===== src/rtl/lct_pkg.sv =====
package lct_pkg;

    localparam int MON_W    = 8;
    localparam int ACT_W    = 8;
    localparam int FIT_W    = 12;
    localparam int DLY_W    = 16;
    localparam int STEP_SH  = 3;
    localparam int RND_W    = 16;
    localparam logic [RND_W-1:0] RND_TAPS = 16'hB400;
    localparam int RULE_W   = 2 * MON_W + ACT_W + FIT_W;

    typedef struct packed {
        logic [MON_W-1:0] care;
        logic [MON_W-1:0] cond;
        logic [ACT_W-1:0] act;
        logic [FIT_W-1:0] fit;
    } rule_t;

    typedef enum logic [2:0] {
        ST_SAMPLE,
        ST_READ,
        ST_VISIT,
        ST_ISSUE,
        ST_WAIT
    } phase_e;

    function automatic logic rule_hit(input rule_t r, input logic [MON_W-1:0] mon);
        return ((r.cond ^ mon) & r.care) == '0;
    endfunction

    // Moves the fitness one eighth of the way towards the reward, floor rounding.
    function automatic logic [FIT_W-1:0] fit_step(input logic [FIT_W-1:0] old_f,
                                                  input logic [FIT_W-1:0] rew);
        logic signed [FIT_W+1:0] diff;
        logic signed [FIT_W+1:0] nxt;
        diff = $signed({2'b00, rew}) - $signed({2'b00, old_f});
        nxt  = $signed({2'b00, old_f}) + (diff >>> STEP_SH);
        if (nxt[FIT_W+1]) return '0;
        if (nxt[FIT_W])   return '1;
        return nxt[FIT_W-1:0];
    endfunction

endpackage


===== src/rtl/lct_lfsr.sv =====
module lct_lfsr #(
    parameter int               W    = 16,
    parameter logic [W-1:0]     TAPS = 16'hB400,
    parameter logic [W-1:0]     SEED = 16'hACE1
) (
    input  logic         clk,
    input  logic         rst,
    output logic [W-1:0] rnd
);
    logic [W-1:0] state;

    always_ff @(posedge clk) begin
        if (rst) begin
            state <= SEED;
        end else if (state[0]) begin
            state <= (state >> 1) ^ TAPS;
        end else begin
            state <= state >> 1;
        end
    end

    assign rnd = state;
endmodule


===== src/rtl/lct_pick.sv =====
module lct_pick
    import lct_pkg::*;
#(
    parameter int AW = 3
) (
    input  logic             clk,
    input  logic             rst,
    input  logic             clear,
    input  logic             visit,
    input  logic             hit,
    input  logic [FIT_W-1:0] fit,
    input  logic [ACT_W-1:0] act,
    input  logic [AW-1:0]    idx,
    input  logic [RND_W-1:0] rnd,
    output logic             sel_valid,
    output logic [ACT_W-1:0] sel_act,
    output logic [AW-1:0]    sel_idx
);
    localparam int SUM_W  = FIT_W + AW;
    localparam int PROD_W = SUM_W + RND_W;

    logic [SUM_W-1:0]  sum_q;
    logic [SUM_W-1:0]  sum_n;
    logic [PROD_W-1:0] prod;
    logic [PROD_W-1:0] scaled;
    logic              take;

    // Reservoir of one: the newcomer wins with probability fit / running sum.
    always_comb begin
        sum_n  = sum_q + SUM_W'(fit);
        prod   = PROD_W'(rnd) * PROD_W'(sum_n);
        scaled = prod >> RND_W;
        take   = !sel_valid || (scaled < PROD_W'(fit));
    end

    always_ff @(posedge clk) begin
        if (rst) begin
            sum_q     <= '0;
            sel_valid <= 1'b0;
            sel_act   <= '0;
            sel_idx   <= '0;
        end else if (clear) begin
            sum_q     <= '0;
            sel_valid <= 1'b0;
        end else if (visit && hit) begin
            sum_q <= sum_n;
            if (take) begin
                sel_valid <= 1'b1;
                sel_act   <= act;
                sel_idx   <= idx;
            end
        end
    end
endmodule


===== src/rtl/lct_dly_tab.sv =====
module lct_dly_tab
    import lct_pkg::*;
#(
    parameter int DIDX_W    = 2,
    parameter int RST_DELAY = 4
) (
    input  logic              clk,
    input  logic              rst,
    input  logic              cfg_we,
    input  logic [DIDX_W:0]   cfg_addr,
    input  logic [DLY_W-1:0]  cfg_data,
    input  logic [DIDX_W-1:0] act_idx,
    input  logic              use_dflt,
    output logic [DLY_W-1:0]  dly
);
    localparam int ENT = 1 << DIDX_W;

    logic [DLY_W-1:0] tab [ENT];
    logic [DLY_W-1:0] dflt;

    for (genvar g = 0; g < ENT; g++) begin : g_ent
        always_ff @(posedge clk) begin
            if (rst) begin
                tab[g] <= DLY_W'(RST_DELAY);
            end else if (cfg_we && !cfg_addr[DIDX_W] && cfg_addr[DIDX_W-1:0] == DIDX_W'(g)) begin
                tab[g] <= cfg_data;
            end
        end
    end

    always_ff @(posedge clk) begin
        if (rst) begin
            dflt <= DLY_W'(RST_DELAY);
        end else if (cfg_we && cfg_addr[DIDX_W]) begin
            dflt <= cfg_data;
        end
    end

    assign dly = use_dflt ? dflt : tab[act_idx];
endmodule


===== src/rtl/lct_cycle_seq.sv =====
module lct_cycle_seq
    import lct_pkg::*;
#(
    parameter int               N_RULES   = 8,
    parameter int               DIDX_W    = 2,
    parameter int               RST_DELAY = 4,
    parameter logic [RND_W-1:0] RND_SEED  = 16'hACE1,
    localparam int              AW        = $clog2(N_RULES)
) (
    input  logic              clk,
    input  logic              rst,
    input  logic [MON_W-1:0]  mon_in,
    input  logic [FIT_W-1:0]  reward_in,
    output logic              cyc_start,
    output logic              act_stb,
    output logic [ACT_W-1:0]  act_out,
    output logic [AW-1:0]     mem_addr,
    output logic              mem_rd,
    input  logic [RULE_W-1:0] mem_rdata,
    output logic              mem_we,
    output logic [RULE_W-1:0] mem_wdata,
    input  logic              cfg_we,
    input  logic [DIDX_W:0]   cfg_addr,
    input  logic [DLY_W-1:0]  cfg_data
);
    phase_e           phase;
    logic [AW-1:0]    idx;
    logic [MON_W-1:0] mon_q;
    logic [FIT_W-1:0] rew_q;
    logic             upd_pend;
    logic [AW-1:0]    upd_idx;
    logic [DLY_W-1:0] wait_cnt;

    rule_t            rd_rule;
    rule_t            wr_rule;
    logic             visit;
    logic             hit;
    logic             last;
    logic [RND_W-1:0] rnd;
    logic             sel_valid;
    logic [ACT_W-1:0] sel_act;
    logic [AW-1:0]    sel_idx;
    logic [DLY_W-1:0] dly;

    assign visit   = (phase == ST_VISIT);
    assign rd_rule = rule_t'(mem_rdata);
    assign hit     = rule_hit(rd_rule, mon_q);
    assign last    = (idx == AW'(N_RULES - 1));

    // Deferred reward: only the previous winner's word gets a new fitness.
    always_comb begin
        wr_rule = rd_rule;
        if (upd_pend && idx == upd_idx) begin
            wr_rule.fit = fit_step(rd_rule.fit, rew_q);
        end
    end

    lct_lfsr #(
        .W    (RND_W),
        .TAPS (RND_TAPS),
        .SEED (RND_SEED)
    ) u_lfsr (
        .clk (clk),
        .rst (rst),
        .rnd (rnd)
    );

    lct_pick #(
        .AW (AW)
    ) u_pick (
        .clk       (clk),
        .rst       (rst),
        .clear     (phase == ST_SAMPLE),
        .visit     (visit),
        .hit       (hit),
        .fit       (wr_rule.fit),
        .act       (rd_rule.act),
        .idx       (idx),
        .rnd       (rnd),
        .sel_valid (sel_valid),
        .sel_act   (sel_act),
        .sel_idx   (sel_idx)
    );

    lct_dly_tab #(
        .DIDX_W    (DIDX_W),
        .RST_DELAY (RST_DELAY)
    ) u_dly (
        .clk      (clk),
        .rst      (rst),
        .cfg_we   (cfg_we),
        .cfg_addr (cfg_addr),
        .cfg_data (cfg_data),
        .act_idx  (sel_act[DIDX_W-1:0]),
        .use_dflt (!sel_valid),
        .dly      (dly)
    );

    always_ff @(posedge clk) begin
        if (rst) begin
            phase    <= ST_SAMPLE;
            idx      <= '0;
            mon_q    <= '0;
            rew_q    <= '0;
            upd_pend <= 1'b0;
            upd_idx  <= '0;
            wait_cnt <= '0;
        end else begin
            case (phase)
                ST_SAMPLE: begin
                    mon_q <= mon_in;
                    rew_q <= reward_in;
                    idx   <= '0;
                    phase <= ST_READ;
                end
                ST_READ: begin
                    phase <= ST_VISIT;
                end
                ST_VISIT: begin
                    if (last) begin
                        phase <= ST_ISSUE;
                    end else begin
                        idx   <= idx + 1'b1;
                        phase <= ST_READ;
                    end
                end
                ST_ISSUE: begin
                    upd_pend <= sel_valid;
                    upd_idx  <= sel_idx;
                    if (dly == '0) begin
                        phase <= ST_SAMPLE;
                    end else begin
                        wait_cnt <= dly;
                        phase    <= ST_WAIT;
                    end
                end
                ST_WAIT: begin
                    if (wait_cnt <= DLY_W'(1)) begin
                        phase <= ST_SAMPLE;
                    end else begin
                        wait_cnt <= wait_cnt - 1'b1;
                    end
                end
                default: phase <= ST_SAMPLE;
            endcase
        end
    end

    assign cyc_start = (phase == ST_SAMPLE);
    assign act_stb   = (phase == ST_ISSUE) && sel_valid;
    assign act_out   = sel_act;
    assign mem_addr  = idx;
    assign mem_rd    = (phase == ST_READ);
    assign mem_we    = visit;
    assign mem_wdata = wr_rule;
endmodule


===== config.mk =====
export PLATFORM = sky130hd
export DESIGN_NAME = lct_cycle_seq
export DESIGN_NICKNAME = d
export VERILOG_FILES = /design/src/rtl/lct_pkg.sv /design/src/rtl/lct_lfsr.sv /design/src/rtl/lct_pick.sv /design/src/rtl/lct_dly_tab.sv /design/src/rtl/lct_cycle_seq.sv
export SDC_FILE = /design/constraint.sdc
export NUM_CORES = 1
export LEC_CHECK = 0
export BUFFER_PORTS_ARGS = -buffer_cell sky130_fd_sc_hd__buf_4
export CORE_UTILIZATION = 45
export CTS_CLUSTER_SIZE = 25
export DETAILED_ROUTE_END_ITERATION = 8
export GPL_TIMING_DRIVEN = 0
export PLACE_DENSITY = 0.77
export SLEW_MARGIN = 20
export SYNTH_ARGS = -nofsm -noshare
export SYNTH_HDL_FRONTEND = slang
export SYNTH_HIERARCHICAL = 1
export SYNTH_SLANG_ARGS = --single-unit

===== constraint.sdc =====
create_clock -name clk -period 15.95 [get_ports clk]
set_input_delay 3.19 -clock clk [delete_from_list [all_inputs] [get_ports clk]]
set_output_delay 3.19 -clock clk [all_outputs]
set_load 0.05 [all_outputs]

==> qor.txt <==
ROUTING
----------------------------------------------------------------------------------------
Number of search-and-repair iterations in the first detailed-routing pass .            5
Vias per cell .............................................................         5.52
Wirelength, routed ........................................................ 47,000 microns
Via count .................................................................       14,800
DRC errors left ...........................................................            0
Post-detailed-route count of antenna-violating nets .......................            0
Detailed-route wire length per cell ....................................... 17.5 microns
Starting DRT DRC Count ....................................................        1,043

SYNTHESIS
----------------------------------------------------------------------------------------
Post-synthesis cell type count ............................................           82
Syn_nets ..................................................................        2,396
Cells after synthesis .....................................................        1,993
Post-synthesis cell area .................................................. 17,700 sq um
Sequential element share of the synthesized area ..........................        22.7%
Dominant register cell in the synthesized netlist ......................... sky130_fd_sc_hd__dfxtp_1
Yosys warnings ............................................................            6
Post-Syn Area per Cell ....................................................   8.89 sq um
Flops & latches, synth ....................................................          169
Number of enable flip-flop cells after synthesis ..........................           64
Async S/R FF share, synth .................................................           0%

CELLS AND AREA
----------------------------------------------------------------------------------------
Most common library cell in the layout ignoring fill and taps ............. sky130_fd_sc_hd__nand2_1
Area growth syn-to-layout .................................................        15.1%
Fin area .................................................................. 20,400 sq um
Ant diodes ................................................................            0
Highest-count cells in the layout ignoring fill and taps .................. sky130_fd_sc_hd__nand2_1 (278), sky130_fd_sc_hd__inv_1 (249), sky130_fd_sc_hd__and2_1 (181), sky130_fd_sc_hd__fa_1 (181), sky130_fd_sc_hd__buf_4 (167)
Count of nets after finishing .............................................        2,554
Non-filler instance count after layout ....................................        2,682
Fillers ...................................................................        3,466
Share of layout cells above drive strength 1 ..............................        14.4%

WORST SETUP PATH
----------------------------------------------------------------------------------------
Worst R2R Setup Slack .....................................................      3110 ps
Depth of the worst register-to-register path ..............................           53
Type of the setup path with the least slack ...............................    in -> reg
CP Capture Point .......................................................... u_pick/sel_act[3]$_SDFFE_PP0P_
Endpoint type of the worst setup path .....................................    flip-flop
Worst reg2reg path endpoint ............................................... u_pick/sel_act[3]$_SDFFE_PP0P_
Data arrival time of the critical path ....................................    15,870 ps
Startpoint of the worst-slack reg-to-reg timing path ...................... rew_q[2]$_SDFFE_PP0P_
Critical Path RT ..........................................................    16,340 ps
Slowest cell on the critical path ......................................... sky130_fd_sc_hd__or4_1
Crit path top cell by count ............................................... sky130_fd_sc_hd__fa_1
Crit path launch type .....................................................    input pin
Worst setup startpoint .................................................... mem_rdata[1]
Highest net fanout along the worst path ...................................           13
Slowest cell delay on critical path .......................................       540 ps

FLOORPLAN
----------------------------------------------------------------------------------------
Overall die width .........................................................  200 microns
Starting density of the core ..............................................        45.8%
Die footprint ............................................................. 40,200 sq um
Placement Rows ............................................................           72
Core ar. .................................................................. 38,700 sq um
Floorplan die height ......................................................  200 microns
I/O pin count .............................................................          129

CLOCKING
----------------------------------------------------------------------------------------
Number of H-tree levels ...................................................            4
Root Buffer ............................................................... sky130_fd_sc_hd__clkbuf_16
Clock insertion delay at the later pin of the skew report .................       440 ps
TritonCTS Buffers .........................................................           17
Clock tree buffer depth ...................................................            2
Sink count of the clock tree ..............................................          169
CTS clock-pin slew for the worst setup and hold paths .....................        80 ps
CTS tree ..................................................................        built

GLOBAL ROUTING
----------------------------------------------------------------------------------------
Pin count of the biggest net entering global routing ......................           20
GR Layer Usage met3 .......................................................        3.05%
Most used routing layer ...................................................         met2
Via count of the first global-routing pass ................................       14,800
Met2 GRT Util .............................................................        40.7%
Antenna violations before repair ..........................................            1
Global routing usage on met1 ..............................................        29.9%
Overflow left after global routing ........................................            0
Tot GR Track Use ..........................................................        23.4%
Wire length of the first global-routing pass .............................. 75,900 microns

PLACED DESIGN
----------------------------------------------------------------------------------------
DP Area ................................................................... 19,400 sq um
Post-detailed-placement half-perimeter wirelength ......................... 37,000 microns
Gpl congestion ............................................................        0.918
Post-place setup slack ....................................................     -1350 ps
Number of cells after detailed placement ..................................        2,641
Port bufs .................................................................          128

RUN STATUS
----------------------------------------------------------------------------------------
Status .................................................................... finished, final reports clean

STA
----------------------------------------------------------------------------------------
Fmax ......................................................................     64.6 MHz
Max transition margin .....................................................        40.9%
Slew of the pin with the lowest slew margin ...............................       880 ps
Final Max Tran Viols ......................................................            0
Period Utilization, post-route ............................................        97.1%
Summed negative setup slack over all endpoints ............................         0 ps
Hold Fails Final Rpt ......................................................            0
Clock Skews ...............................................................      15.9 ps
Final count of negative-setup-slack endpoints .............................            0
Min Hold Slack ............................................................       456 ps
Final worst setup slack ...................................................       470 ps
Shortest clock period the worst path allows after layout ..................    15,480 ps

POWER AND IR DROP
----------------------------------------------------------------------------------------
Highest ir drop seen on vdd ...............................................       313 uV
Power density of the placed cells .........................................  148 nW/um^2
Cell leakage power ........................................................      9.20 nW

HOLD PATH
----------------------------------------------------------------------------------------
Launch point of the worst hold path ....................................... u_dly/dflt[0]$_SDFFE_PP0P_
Class of the tightest hold or removal check ...............................   reg -> reg

JOB
----------------------------------------------------------------------------------------
Number of max-cap violations ..............................................            0

[power by group]
part           switching (mW)  internal, mW
clock                   0.204         0.211
combinational            1.21         0.910
sequential             0.0143         0.468
total                    1.43          1.59
[synth_stat cells (all sizes together) (10+ instances only)]
cell type  instances  area share (%)
buf               47             1.9
a221oi            20             1.0
and2             181             6.4
a32oi             13            0.64
inv              250             5.3
a21o              24             1.0
xor2              19            0.94
nand2            278             5.9
clkbuf            75             1.6
xnor2             35             1.7
o2111ai           13            0.71
nand2b            10            0.41
nor2              72             1.6
fa               181              20
nor3              29            0.91
o211ai            21            0.89
or4               13            0.55
o21bai            13            0.64
nor3b             13            0.55
a21oi            100             3.1
ha               144              10
mux2i             20             1.1
dfxtp            105              12
nand3             37             1.0
or3               10            0.38
nor2b             25            0.88
a211oi            23            0.97
o21ai             49             1.5
a31oi             10            0.35
o21a              13            0.64
edfxtp            64              11
[repair_timing]
item / 4_1_cts / 5_1_grt
pin swaps: 3 / 15
cloned: 0 / 0
setup endpoints to repair: 11 / 11
resized for setup: 29 / 52
hold buffers: 0 / 0
setup buffers: 6 / 4
[logic make-up after synthesis]
logic type      synth area share (%)
buf+inv                         8.77
simple gates                    20.5
xor+xnor                        2.67
flops                           22.7
compound gates                  13.5
mux                             1.26
fa+ha+maj                       30.6
[how the worst min path moves through the flow]
stage / to / cells past startpoint
after floorplan: u_dly/dflt[0]$_SDFFE_PP0P_ / 2
after global placement: u_dly/dflt[11]$_SDFFE_PP0P_ / 2
after detailed placement: u_dly/dflt[8]$_SDFFE_PP0P_ / 2
after CTS: u_dly/dflt[0]$_SDFFE_PP0P_ / 2
after global routing: u_dly/dflt[9]$_SDFFE_PP0P_ / 2
final: u_dly/dflt[0]$_SDFFE_PP0P_ / 2
[worst max-delay path, delay by kind of cell]
family                   cells  cell delay, ps
adder cells (fa/ha/maj)     11            4520
XOR/XNOR                     1             260
AND/OR/NAND/NOR             10            1920
AO/OA/AOI/OAI               22            4450
buffers and inverters       11            1480
[sequential cells by signal, indices dropped and copies added, names as in the netlist]
name / count
upd_idx: 3
u_pick/sel_act: 8
u_pick/sel_valid: 1
u_pick/sum_q: 15
u_lfsr/rnd: 16
u_dly/dflt: 16
u_dly/tab: 64
u_pick/sel_idx: 3
phase: 3
upd_pend: 1
rew_q: 12
mem_addr: 3
mon_q: 8
wait_cnt: 16
[metrics by stage]
stage          utilization, %  power (mW)
2_1_floorplan               -        1.90
6_report                 52.6        3.02
5_1_grt                  52.6        3.28
3_5_place_dp             50.0        2.40
3_3_place_gp             49.9        2.32
4_1_cts                  52.1        2.83
[metal layers]
layer | routed length [microns] | vias to the layer above | share of wire [%]
met4 | 1560 | 0 | 3.3
met1 | 19600 | 7214 | 42
met5 | 0 | - | 0
met3 | 2470 | 123 | 5.2
li1 | - | 6931 | -
met2 | 23400 | 527 | 50
[area by class of cell]
| type | count | area [sq um] | area share (%) |
|---|---|---|---|
| Buffer | 121 | 656 | 3.21 |
| Clock buffer | 17 | 425 | 2.09 |
| Clock inverter | 15 | 165 | 0.810 |
| Inverter | 250 | 938 | 4.60 |
| Multi-Input combinational cell | 1452 | 12500 | 61.2 |
| Sequential cell | 169 | 4020 | 19.7 |
| Tap cell | 518 | 648 | 3.18 |
| Timing Repair Buffer | 140 | 1070 | 5.23 |
(Power assumes the default switching activity.)
